File: config.mk
export PLATFORM = sky130hd
export DESIGN_NAME = rx_desc_check
export DESIGN_NICKNAME = d
export VERILOG_FILES = /design/src/rtl/rxd_pkg.sv /design/src/rtl/rxd_seq.sv /design/src/rtl/rxd_unpack.sv /design/src/rtl/rx_desc_check.sv
export SDC_FILE = /design/constraint.sdc
export NUM_CORES = 1
export LEC_CHECK = 0
export ABC_AREA = 0
export BUFFER_PORTS_ARGS = -buffer_cell sky130_fd_sc_hd__buf_2
export CORE_MARGIN = 2
export CORE_UTILIZATION = 57
export CTS_CLUSTER_DIAMETER = 100
export CTS_CLUSTER_SIZE = 14
export DETAILED_ROUTE_END_ITERATION = 6
export PLACE_DENSITY = 0.88
export SLEW_MARGIN = 20
export SYNTH_ARGS = -nofsm -noshare
export SYNTH_HDL_FRONTEND = slang
export SYNTH_SLANG_ARGS = --single-unit
File: constraint.sdc
create_clock -name clk -period 3 [get_ports clk]
set_input_delay 0.6 -clock clk [delete_from_list [all_inputs] [get_ports clk]]
set_output_delay 0.6 -clock clk [all_outputs]
set_load 0.05 [all_outputs]
File: src/rtl/rxd_pkg.sv
// Shared constants and the sequencer state type for the receive
// descriptor checker.
package rxd_pkg;
    localparam logic [7:0] MARK_READY  = 8'h01;
    localparam logic [7:0] MARK_EMPTY  = 8'h00;
    localparam logic [7:0] STAT_REJECT = 8'hBF;
    localparam int         WORD_W      = 16;

    typedef enum logic [2:0] {
        S_IDLE, S_PK1, S_PK2, S_HD0, S_HD1, S_PAY, S_DRN, S_FIN
    } seq_state_t;
endpackage

File: src/rtl/rxd_seq.sv
// Descriptor sequencer. It peeks the ready marker (two tries at most),
// reads the status/length words, judges the frame, and then fetches the
// payload words or drains them. Assumes at most one outstanding fetch,
// with the response strobed by fetch_valid at least one cycle later.
module rxd_seq
    import rxd_pkg::*;
#(
    parameter int MAX_LEN = 1522,
    parameter int MIN_LEN = 64
) (
    input  logic              clk,
    input  logic              rst_n,
    input  logic              poll,
    output logic              fetch_req,
    output logic              fetch_peek,
    input  logic              fetch_valid,
    input  logic [WORD_W-1:0] fetch_data,
    input  logic              unp_empty,
    output logic              word_load,
    output logic [WORD_W-1:0] word_data,
    output logic              word_two,
    output logic              word_last,
    output logic [7:0]        frm_status,
    output logic [WORD_W-1:0] frm_len,
    output logic              no_frame,
    output logic              reinit_req,
    output logic              frm_drop,
    output logic              busy
);
    localparam logic [WORD_W-1:0] LEN_HI = WORD_W'(MAX_LEN);
    localparam logic [WORD_W-1:0] LEN_LO = WORD_W'(MIN_LEN);

    seq_state_t        st;
    logic              pend;
    logic [WORD_W-1:0] words_left;
    logic [7:0]        mark;
    logic [WORD_W-1:0] word_cnt;
    logic              stat_bad, len_bad, want_word;

    // Decode of the returned word and the frame checks.
    assign mark     = fetch_data[7:0];
    assign word_cnt = {1'b0, fetch_data[WORD_W-1:1]} + WORD_W'(fetch_data[0]);
    assign stat_bad = |(frm_status & STAT_REJECT);
    assign len_bad  = (fetch_data >= LEN_HI) || (fetch_data < LEN_LO);

    // Request generation: one word at a time, payload only into an empty unpacker.
    always_comb begin
        unique case (st)
            S_PK1, S_PK2, S_HD0, S_HD1, S_DRN: want_word = 1'b1;
            S_PAY:                             want_word = unp_empty;
            default:                           want_word = 1'b0;
        endcase
    end
    assign fetch_req  = want_word && !pend;
    assign fetch_peek = (st == S_PK1) || (st == S_PK2);

    // Word hand-off to the unpacker.
    assign word_load = (st == S_PAY) && fetch_valid;
    assign word_data = fetch_data;
    assign word_last = (words_left == WORD_W'(1));
    assign word_two  = !(word_last && frm_len[0]);
    assign busy      = (st != S_IDLE);

    // Sequencer state, outstanding flag, counters and outcome pulses.
    always_ff @(posedge clk) begin
        if (!rst_n) begin
            st         <= S_IDLE;
            pend       <= 1'b0;
            words_left <= '0;
            frm_status <= '0;
            frm_len    <= '0;
            no_frame   <= 1'b0;
            reinit_req <= 1'b0;
            frm_drop   <= 1'b0;
        end else begin
            no_frame   <= 1'b0;
            reinit_req <= 1'b0;
            frm_drop   <= 1'b0;
            if (fetch_req)        pend <= 1'b1;
            else if (fetch_valid) pend <= 1'b0;
            case (st)
                S_IDLE: if (poll) st <= S_PK1;
                S_PK1:  if (fetch_valid) st <= (mark == MARK_READY) ? S_HD0 : S_PK2;
                S_PK2: begin
                    if (fetch_valid) begin
                        if (mark == MARK_READY) begin
                            st <= S_HD0;
                        end else begin
                            st <= S_IDLE;
                            if (mark == MARK_EMPTY) no_frame <= 1'b1;
                            else                    reinit_req <= 1'b1;
                        end
                    end
                end
                S_HD0: begin
                    if (fetch_valid) begin
                        frm_status <= fetch_data[15:8];
                        st         <= S_HD1;
                    end
                end
                S_HD1: begin
                    if (fetch_valid) begin
                        frm_len    <= fetch_data;
                        words_left <= word_cnt;
                        if (stat_bad || len_bad) begin
                            frm_drop <= 1'b1;
                            st       <= (word_cnt == '0) ? S_IDLE : S_DRN;
                        end else begin
                            st <= S_PAY;
                        end
                    end
                end
                S_PAY, S_DRN: begin
                    if (fetch_valid) begin
                        words_left <= words_left - WORD_W'(1);
                        if (words_left == WORD_W'(1))
                            st <= (st == S_PAY) ? S_FIN : S_IDLE;
                    end
                end
                S_FIN:   if (unp_empty) st <= S_IDLE;
                default: st <= S_IDLE;
            endcase
        end
    end

    // At most one outcome pulse in any cycle.
    p_one_outcome_r5: assert property (@(posedge clk) disable iff (!rst_n)
        $countones({no_frame, reinit_req, frm_drop}) <= 1);
    // A reinitialise request follows a peek response.
    p_reinit_after_peek_r5: assert property (@(posedge clk) disable iff (!rst_n)
        (fetch_valid && st == S_PK2 && mark != MARK_READY && mark != MARK_EMPTY)
        |=> reinit_req);
endmodule

File: src/rtl/rxd_unpack.sv
// Word-to-byte unpacker. It holds one 16-bit word and emits bits 7:0
// first and bits 15:8 second, or only the low byte when word_two is low.
// Assumes a new word is loaded only while it is empty.
module rxd_unpack
    import rxd_pkg::*;
(
    input  logic              clk,
    input  logic              rst_n,
    input  logic              word_load,
    input  logic [WORD_W-1:0] word_data,
    input  logic              word_two,
    input  logic              word_last,
    input  logic              m_tready,
    output logic              m_tvalid,
    output logic [7:0]        m_tdata,
    output logic              m_tlast,
    output logic              unp_empty
);
    logic [WORD_W-1:0] hold;
    logic [1:0]        left;
    logic              hi_sel, last_w;

    // Byte select and stream flags from the held word.
    assign m_tvalid  = (left != 2'd0);
    assign m_tdata   = hi_sel ? hold[15:8] : hold[7:0];
    assign m_tlast   = last_w && (left == 2'd1);
    assign unp_empty = (left == 2'd0);

    // Load a word, or step to the next byte on a handshake.
    always_ff @(posedge clk) begin
        if (!rst_n) begin
            hold   <= '0;
            left   <= 2'd0;
            hi_sel <= 1'b0;
            last_w <= 1'b0;
        end else if (word_load) begin
            hold   <= word_data;
            left   <= word_two ? 2'd2 : 2'd1;
            hi_sel <= 1'b0;
            last_w <= word_last;
        end else if (m_tvalid && m_tready) begin
            left   <= left - 2'd1;
            hi_sel <= 1'b1;
        end
    end

    // A stalled byte holds steady.
    p_stall_hold_r13: assert property (@(posedge clk) disable iff (!rst_n)
        (m_tvalid && !m_tready) |=> (m_tvalid && $stable(m_tdata) && $stable(m_tlast)));
    // The sequencer only loads into an empty unpacker.
    p_load_when_empty_r11: assert property (@(posedge clk) disable iff (!rst_n)
        word_load |-> unp_empty);
endmodule

File: src/rtl/rx_desc_check.sv
// Top of the receive descriptor checker: the sequencer that judges the
// descriptor plus the unpacker that streams the bytes out. Assumes the
// buffer port answers each request exactly once with fetch_valid.
module rx_desc_check
    import rxd_pkg::*;
#(
    parameter int MAX_LEN = 1522,
    parameter int MIN_LEN = 64
) (
    input  logic        clk,
    input  logic        rst_n,
    input  logic        poll,
    output logic        fetch_req,
    output logic        fetch_peek,
    input  logic        fetch_valid,
    input  logic [15:0] fetch_data,
    output logic        m_tvalid,
    input  logic        m_tready,
    output logic [7:0]  m_tdata,
    output logic        m_tlast,
    output logic [7:0]  frm_status,
    output logic [15:0] frm_len,
    output logic        no_frame,
    output logic        reinit_req,
    output logic        frm_drop,
    output logic        busy
);
    logic              unp_empty, word_load, word_two, word_last;
    logic [WORD_W-1:0] word_data;

    rxd_seq #(.MAX_LEN(MAX_LEN), .MIN_LEN(MIN_LEN)) u_seq (
        .clk(clk), .rst_n(rst_n), .poll(poll),
        .fetch_req(fetch_req), .fetch_peek(fetch_peek),
        .fetch_valid(fetch_valid), .fetch_data(fetch_data),
        .unp_empty(unp_empty), .word_load(word_load), .word_data(word_data),
        .word_two(word_two), .word_last(word_last),
        .frm_status(frm_status), .frm_len(frm_len),
        .no_frame(no_frame), .reinit_req(reinit_req), .frm_drop(frm_drop),
        .busy(busy)
    );

    rxd_unpack u_unp (
        .clk(clk), .rst_n(rst_n), .word_load(word_load), .word_data(word_data),
        .word_two(word_two), .word_last(word_last), .m_tready(m_tready),
        .m_tvalid(m_tvalid), .m_tdata(m_tdata), .m_tlast(m_tlast),
        .unp_empty(unp_empty)
    );

    // Bytes only flow while a frame is in progress.
    p_stream_in_frame_r10: assert property (@(posedge clk) disable iff (!rst_n)
        m_tvalid |-> busy);
    // Nothing follows the last byte within the same poll.
    p_last_closes_r11: assert property (@(posedge clk) disable iff (!rst_n)
        (m_tvalid && m_tready && m_tlast) |=> !m_tvalid);
endmodule

==> metrics.txt, run 1 <==
Hold Crit Class=reg2reg; largest net degree at the start of global routing=41; worst slew pin tran=0.674 ns; final net count=570; # port buffers=60; FF-to-FF setup slack=0.84 ns; post-CTS setup buffers=0; via count=3829; first-pass GRT wire length=16.8 mm; Sum Neg Setup Slack=0 ns; DRT Wirelength=10.2 mm; Root Buffer=clkbuf_8; CP arrival=2.82 ns; clk sinks=67; Worst Setup Start Kind=input pin; async set or reset register ratio after synthesis=0%; Final period util=84.9%; most common cell after layout, fill and taps aside=nand2_1; Post-DP Area=0.00403 sq mm; Post-synth EDFFs=0; Area contributors post-synth=dfxtp_1, nand2_1, a21oi_1; worst-path cell with the longest stage delay=mux2_2; number of cells produced by synthesis=502; TritonCTS buffer count=9; yosys warns=0; routed len/inst=16.3 um; hold depth=2; maximum fanout along the worst path=6; cells along the critical path=buf_2 -> ha_1 -> ha_1 -> nand4_1 -> nor4_2 -> mux2_2 -> o211ai_2 -> nor2_2 -> o32ai_2; Multi-input gate area=0.00215 sq mm; CP Data Required Time=3.27 ns; critical path buffer and inverter count=1; critical path class=in2reg; fmax=393 MHz; Fill cells=546; H-tree Lvls=3; layout cells sized above 1=20.0%; Ports=61; post-synth top area cell=dfxtp_1; Leak=1.64 nW; slew margin rel.=55.0%; Cell Pwr Density=527 mW/mm^2; initial antenna violation count=0; most numerous cell on the critical path=ha_1; outcome=completed; maxcap violations=0; vias in the first global route=3657; Critical Path Sink Type=flip-flop; clock insertion delay at the later pin of the skew report=0.35 ns; worst r2r src=u_seq.words_left[0]$_SDFFE_PN0P_; Area Growth Syn to Fin=12.8%; syn_nets=531; r2r endpoint=u_seq.words_left[6]$_SDFFE_PN0P_; post-DR vias/cell=6.15; Initial Util=58.9%; Avg Synthesized Cell Area=7.41 sq um; DRT iter0 DRCs=423; post-route ant nets=0; Rows=29; Cell variety after synth=61; Die Y=84.8 um; peak supply drop=805 uV; Hold-fix buffers, CTS=0; max incr delay on CP=0.39 ns; Cell Area, Synth=0.00372 sq mm; die area=0.00719 sq mm; max-slew violations=0; core area=0.00631 sq mm; Clock Skew=0.00536 ns; gpl congestion=0.950; Clock Path Buffers=2; sequential fraction of the synthesis area=36.1%; Synth Flop Type=dfxtp_1; most frequent cells in the layout=nand2_1, dfxtp_1, a21oi_1, buf_2, nor2_1; share of the synthesized area in the top cell type=36.1%; DRT Pass-1 Iters=6; fin crit period=2.55 ns; Residual DRC=0; Clock transition at path regs=0.07 ns; cts repair resizes=0; Seq cells post-synth=67; RSZ-0062 raised after global routing=false; CP top delay family=simple AND/OR/NAND/NOR gates; Die W=84.8 um; hold path startpoint=u_unp.hold[4]$_SDFFE_PN0P_; GRT overflow=0; Antenna Cells=0; Worst Hold End=u_unp.hold[4]$_SDFFE_PN0P_; CTS tree=done; overall global routing resource usage=29.1%; register area=0.00134 sq mm; DPL Wire Length=7.09 mm; Reg2Reg Depth=8; Final Hold Vio Count=0; final setup fails=0; Final Cell Area=0.00420 sq mm
[sequential cells by signal, summed over array words and instances, names as in the netlist]
register	cells
u_seq.frm_status	8
u_seq.no_frame	1
u_unp.hi_sel	1
u_unp.left	2
u_seq.reinit_req	1
u_seq.pend	1
u_seq.frm_drop	1
u_unp.hold	16
u_seq.frm_len	16
u_seq.words_left	16
u_unp.last_w	1
u_seq.st	3
[tightest hold or removal path, delay by kind of cell, from the launching register on]
family           cells  cell delay [ns]
AO/OA/AOI/OAI        1             0.05
AND/OR/NAND/NOR      1             0.05
flip-flops           1             0.31
[report_power, final]
| group | internal [mW] | leakage, nW | switching, mW |
|---|---|---|---|
| clock | 0.299 | 0.0822 | 0.367 |
| sequential | 0.925 | 0.540 | 0.0653 |
| combinational | 0.168 | 1.02 | 0.385 |
| total | 1.39 | 1.64 | 0.818 |
[final cells by class]
cell class / count / share of cell area [%]
multi-input combinational: 380 / 51.4
clock buffer: 10 / 3.04
clock inverter: 6 / 1.01
tap: 77 / 2.30
sequential: 67 / 32.0
inverter: 14 / 1.25
timing repair buffer: 69 / 9.07
[cells in the mapped netlist, types with 2 or more instances]
cell / instances
nand2_1: 108
dfxtp_1: 67
a21oi_1: 62
nor2_1: 38
clkbuf_1: 31
o21ai_0: 24
inv_1: 13
nor3_1: 13
xnor2_1: 12
nand3_1: 11
mux2_2: 9
ha_1: 8
nand4_1: 8
nor4_1: 7
buf_2: 6
and3_1: 5
xor2_1: 5
a22oi_1: 4
a31oi_1: 4
and2_1: 4
o22ai_1: 4
or3_1: 4
a211oi_1: 3
o21a_1: 3
o31ai_1: 3
a21boi_0: 2
a221oi_1: 2
buf_4: 2
nand3b_1: 2
nor2b_1: 2
nor3b_1: 2
nor4_2: 2
nor4b_1: 2
o2111ai_1: 2
o211ai_1: 2
[kinds of logic (layout without fill, tap and decap cells)]
logic type / Yosys count / in the layout / share of synthesized area (%)
simple gates: 219 / 219 / 27.8
compound gates: 125 / 125 / 20.1
flops: 67 / 67 / 36.1
buf+inv: 55 / 99 / 5.99
xor+xnor: 17 / 17 / 4.00
mux: 11 / 11 / 3.40
fa+ha+maj: 8 / 8 / 2.69
[worst max path at each step]
| stage | startpoint | to | slack (ns) | cells past startpoint |
|---|---|---|---|---|
| 6_report | fetch_data[0] | u_seq.st[1]$_SDFFE_PN0P_ | 0.45 | 9 |
| 3_3_place_gp | fetch_data[0] | u_seq.st[1]$_SDFFE_PN0P_ | 0.29 | 9 |
| 5_1_grt | fetch_data[0] | u_seq.st[2]$_SDFFE_PN0P_ | 0.27 | 9 |
| 4_1_cts | fetch_data[0] | u_seq.st[1]$_SDFFE_PN0P_ | 0.48 | 9 |
| 3_5_place_dp | fetch_data[0] | u_seq.st[1]$_SDFFE_PN0P_ | 0.13 | 9 |
| 2_1_floorplan | fetch_data[0] | u_seq.st[1]$_SDFFE_PN0P_ | 0.55 | 8 |
[layer usage]
layer / track usage (%) / up-vias / part of all wire [%]
li1: - / 1816 / -
met1: 37.6 / 1775 / 42
met2: 46.9 / 210 / 47
met3: 6.59 / 28 / 9.4
met4: 12.3 / 0 / 1.9
met5: 0 / - / 0
[metrics by stage]
stage | power, mW | hold slack, ns | worst slack [ns] | util (%) | std cells
final | 2.21 | 0.456 | 0.454 | 66.4 | 623
after global routing | 2.32 | 0.480 | 0.274 | 66.4 | 623
after CTS | 2.21 | 0.458 | 0.479 | 66.4 | 623
after detailed placement | 1.55 | 0.448 | 0.127 | 63.8 | 607
after global placement | 1.54 | 0.437 | 0.289 | 63.8 | 607
after floorplan | 1.43 | 0.427 | 0.552 | - | 502
Note: power is estimated with default switching activity, not from simulation.
==> inputs of run 2 (changes only) <==
ABC_AREA = 1   (was 0)
CORE_UTILIZATION = 51   (was 57)
PLACE_DENSITY = 0.84   (was 0.88)
clock period = 2.3 ns   (was 3 ns; I/O delays follow)
==> run 2 against run 1 <==
- sequential cell count did not move
- clock power increased by 89%
- total power up 28%
- hold slack worse by 0.031 ns
- non-clock buffer count fell by 2
- synthesized cell count rose by 12%
- first-iteration DRC count fell by 37%
- routed wire length grew 2.7%
- critical path depth fell by 4
- design area increased by 5.3%
- critical path type is now reg2out
- critical endpoint is now fetch_req
- largest cell class unchanged
==> metrics.txt, run 2 <==
Hold-fix buffers, CTS=0 (unchanged); largest net degree at the start of global routing=32 (was 41); slew margin rel.=52.4% (was 55.0%); maxcap violations=0 (unchanged); Clock Skew=0.0134 ns (was 0.00536 ns); Area contributors post-synth=dfxtp_1, nand2_1, a21oi_1 (unchanged); Clock transition at path regs=0.07 ns (about the same); TritonCTS buffer count=9 (unchanged); post-synth top area cell=dfxtp_1 (unchanged); r2r endpoint=u_seq.st[1]$_SDFFE_PN0P_ (was u_seq.words_left[6]$_SDFFE_PN0P_); max-slew violations=0 (unchanged); Inst Count DP=705 (was 607); routed len/inst=14.5 um (was 16.3 um); Post-synth EDFFs=0 (unchanged); clk sinks=67 (unchanged); post-route ant nets=0 (unchanged); async set or reset register ratio after synthesis=0% (unchanged); initial antenna violation count=0 (unchanged); Reg2Reg Depth=10 (was 8); syn_nets=590 (was 531); fin crit period=2.11 ns; DPL Wire Length=7.72 mm (was 7.09 mm); via count=4026 (was 3829); gpl congestion=0.948 (was 0.950); Synth Flop Type=dfxtp_1 (unchanged); Root Buffer=clkbuf_8 (unchanged); hold depth=3 (was 2); grt met3 use=6.20% (was 6.59%); core area=0.00721 sq mm (was 0.00631 sq mm); biggest regs=u_seq.frm_len (16), u_seq.words_left (16), u_unp.hold (16) (unchanged); Final period util=91.7%; overall global routing resource usage=26.8% (was 29.1%); worst slew pin tran=0.709 ns (was 0.674 ns); DRT Pass-1 Iters=5 (was 6); FF-to-FF setup slack=0.52 ns (was 0.84 ns); Critical Path Sink Type=output pin (was flip-flop); fmax=474 MHz; first-pass GRT wire length=17.8 mm (was 16.8 mm); DRT iter0 DRCs=267 (was 423); Antenna Cells=0 (unchanged); Sum Neg Setup Slack=0 ns (unchanged); GRT overflow=0 (unchanged); grt peak-use layer=met2 (unchanged); hold path startpoint=fetch_data[0] (was u_unp.hold[4]$_SDFFE_PN0P_); Post-DP Area=0.00416 sq mm (was 0.00403 sq mm); CP arrival=1.65 ns (was 2.82 ns); Leak=1.98 nW (was 1.64 nW); Power Total=2.83 mW (was 2.21 mW); CP Data Required Time=1.84 ns (was 3.27 ns); sequential fraction of the synthesis area=35.5% (was 36.1%); Ports=61 (unchanged); outcome=completed (unchanged); # port buffers=60 (unchanged); maximum fanout along the worst path=7 (was 6); Seq cells post-synth=67 (unchanged); Post-synth top cells=nand2_1, a21oi_1, dfxtp_1 (was nand2_1, dfxtp_1, a21oi_1); Crit. Startpoint=u_seq.st[0]$_SDFFE_PN0P_ (was fetch_data[0]); Non-Filler Instances=721 (was 623); Final Cell Area=0.00442 sq mm (was 0.00420 sq mm); Rows=31 (was 29); CTS tree=done (unchanged); most frequent cells in the layout=nand2_1, a21oi_1, dfxtp_1, buf_2, inv_1 (was nand2_1, dfxtp_1, a21oi_1, buf_2, nor2_1); Initial Util=52.4% (was 58.9%); most common cell after layout, fill and taps aside=nand2_1 (unchanged); post-DR vias/cell=5.58 (was 6.15); H-tree Lvls=3 (unchanged); vias in the first global route=3859 (was 3657); Cell Area, Synth=0.00378 sq mm (was 0.00372 sq mm); Avg Synthesized Cell Area=6.74 sq um (was 7.41 sq um); Area Growth Syn to Fin=16.8% (was 12.8%); grt met1 use=34.8% (was 37.6%); Global Route met2 Usage=42.4% (was 46.9%); Worst Hold End=u_unp.hold[0]$_SDFFE_PN0P_ (was u_unp.hold[4]$_SDFFE_PN0P_); clock insertion delay at the later pin of the skew report=0.35 ns (about the same); Die W=90.1 um (was 84.8 um); cts repair resizes=0 (unchanged); RSZ-0062 raised after global routing=false (unchanged); final setup fails=0 (unchanged); Final Hold Vio Count=0 (unchanged); Cell Pwr Density=641 mW/mm^2 (was 527 mW/mm^2); Util after Layout=61.2% (was 66.4%); Cell variety after synth=39 (was 61); final net count=646 (was 570); die area=0.00812 sq mm (was 0.00719 sq mm); post-CTS setup buffers=0 (unchanged); Residual DRC=0 (unchanged); Hold Crit Class=in2reg (was reg2reg); worst r2r src=u_seq.st[0]$_SDFFE_PN0P_ (was u_seq.words_left[0]$_SDFFE_PN0P_); Worst Setup Start Kind=flip-flop (was input pin); layout cells sized above 1=19.3% (was 20.0%); share of the synthesized area in the top cell type=35.5% (was 36.1%); Clock Path Buffers=2 (unchanged); critical path class=reg2out (was in2reg); most frequent cell after synthesis=nand2_1 (unchanged); Die Y=90.1 um (was 84.8 um); number of cells produced by synthesis=561 (was 502); Fill cells=679 (was 546); DRT Wirelength=10.5 mm (was 10.2 mm); yosys warns=0 (unchanged); peak supply drop=331 uV (was 805 uV)
-- run 2: changes by cell type in the layout (fill, tap and decap cells not counted), sizes merged, moves of 8 or more --
cell / before / now
inv: 14 / 70
nand3: 12 / 51
o21ai: 24 / 53
nor2: 39 / 52
nand2: 108 / 119
mux2: 10 / 0
xnor2: 12 / 2
a21oi: 62 / 70
-- run 2: how the worst max path moves through the flow --
stage                     depth (start not counted)                       end  slack [ns]
after floorplan                                   4                 fetch_req        0.07
after global placement                           14  u_seq.st[1]$_SDFFE_PN0P_        0.16
final                                             5                 fetch_req        0.19
after detailed placement                         14  u_seq.st[1]$_SDFFE_PN0P_        0.11
after global routing                              5                 fetch_req        0.06
after CTS                                         5                 fetch_req        0.21
-- run 2: power breakdown --
part	total, mW	internal, mW	switching, mW
sequential	1.20	1.18	0.0205
combinational	0.375	0.0968	0.278
clock	1.26	0.807	0.455
total	2.83	2.08	0.753
-- run 2: worst max-delay path, stage by stage (launching register included) --
cell and delay [ns]:
dfxtp_1 0.46, nor2_2 0.11, inv_2 0.16, nor2_4 0.06, nor3_1 0.20, buf_2 0.31
-- run 2: metrics by stage --
| stage | hold WS (ns) | worst slack [ns] |
|---|---|---|
| after floorplan | 0.424 | 0.0720 |
| after global placement | 0.438 | 0.161 |
| after detailed placement | 0.446 | 0.113 |
| after CTS | 0.423 | 0.215 |
| after global routing | 0.438 | 0.0563 |
| final | 0.425 | 0.191 |
-- run 2: logic make-up (layout without fill, tap and decap cells) --
kind of cell,count (synthesis),after routing,share of synthesized area [%]
AO/OA/AOI/OAI,136,136,19.2
XOR/XNOR,6,6,1.39
adder cells (fa/ha/maj),8,8,2.65
buffers and inverters,94,155,9.90
flip-flops,67,67,35.5
AND/OR/NAND/NOR,250,250,31.3
-- run 2: cell type report --
type / instances / area (sq um) / area share (%)
repair buffers: 67 / 353 / 7.99
clock buffers: 12 / 165 / 3.74
clock inverters: 4 / 95.1 / 2.15
well taps: 99 / 124 / 2.80
multi-input cells: 400 / 2060 / 46.7
flip-flops and latches: 67 / 1340 / 30.4
inverters: 72 / 274 / 6.20
-- run 2: routing by layer --
| layer | vias to the layer above | wire, um | share of wire (%) |
|---|---|---|---|
| met3 | 34 | 972 | 9.3 |
| met2 | 168 | 4700 | 45 |
| met1 | 1854 | 4470 | 43 |
| met5 | - | 0 | 0 |
| li1 | 1970 | - | - |
| met4 | 0 | 317 | 3.0 |
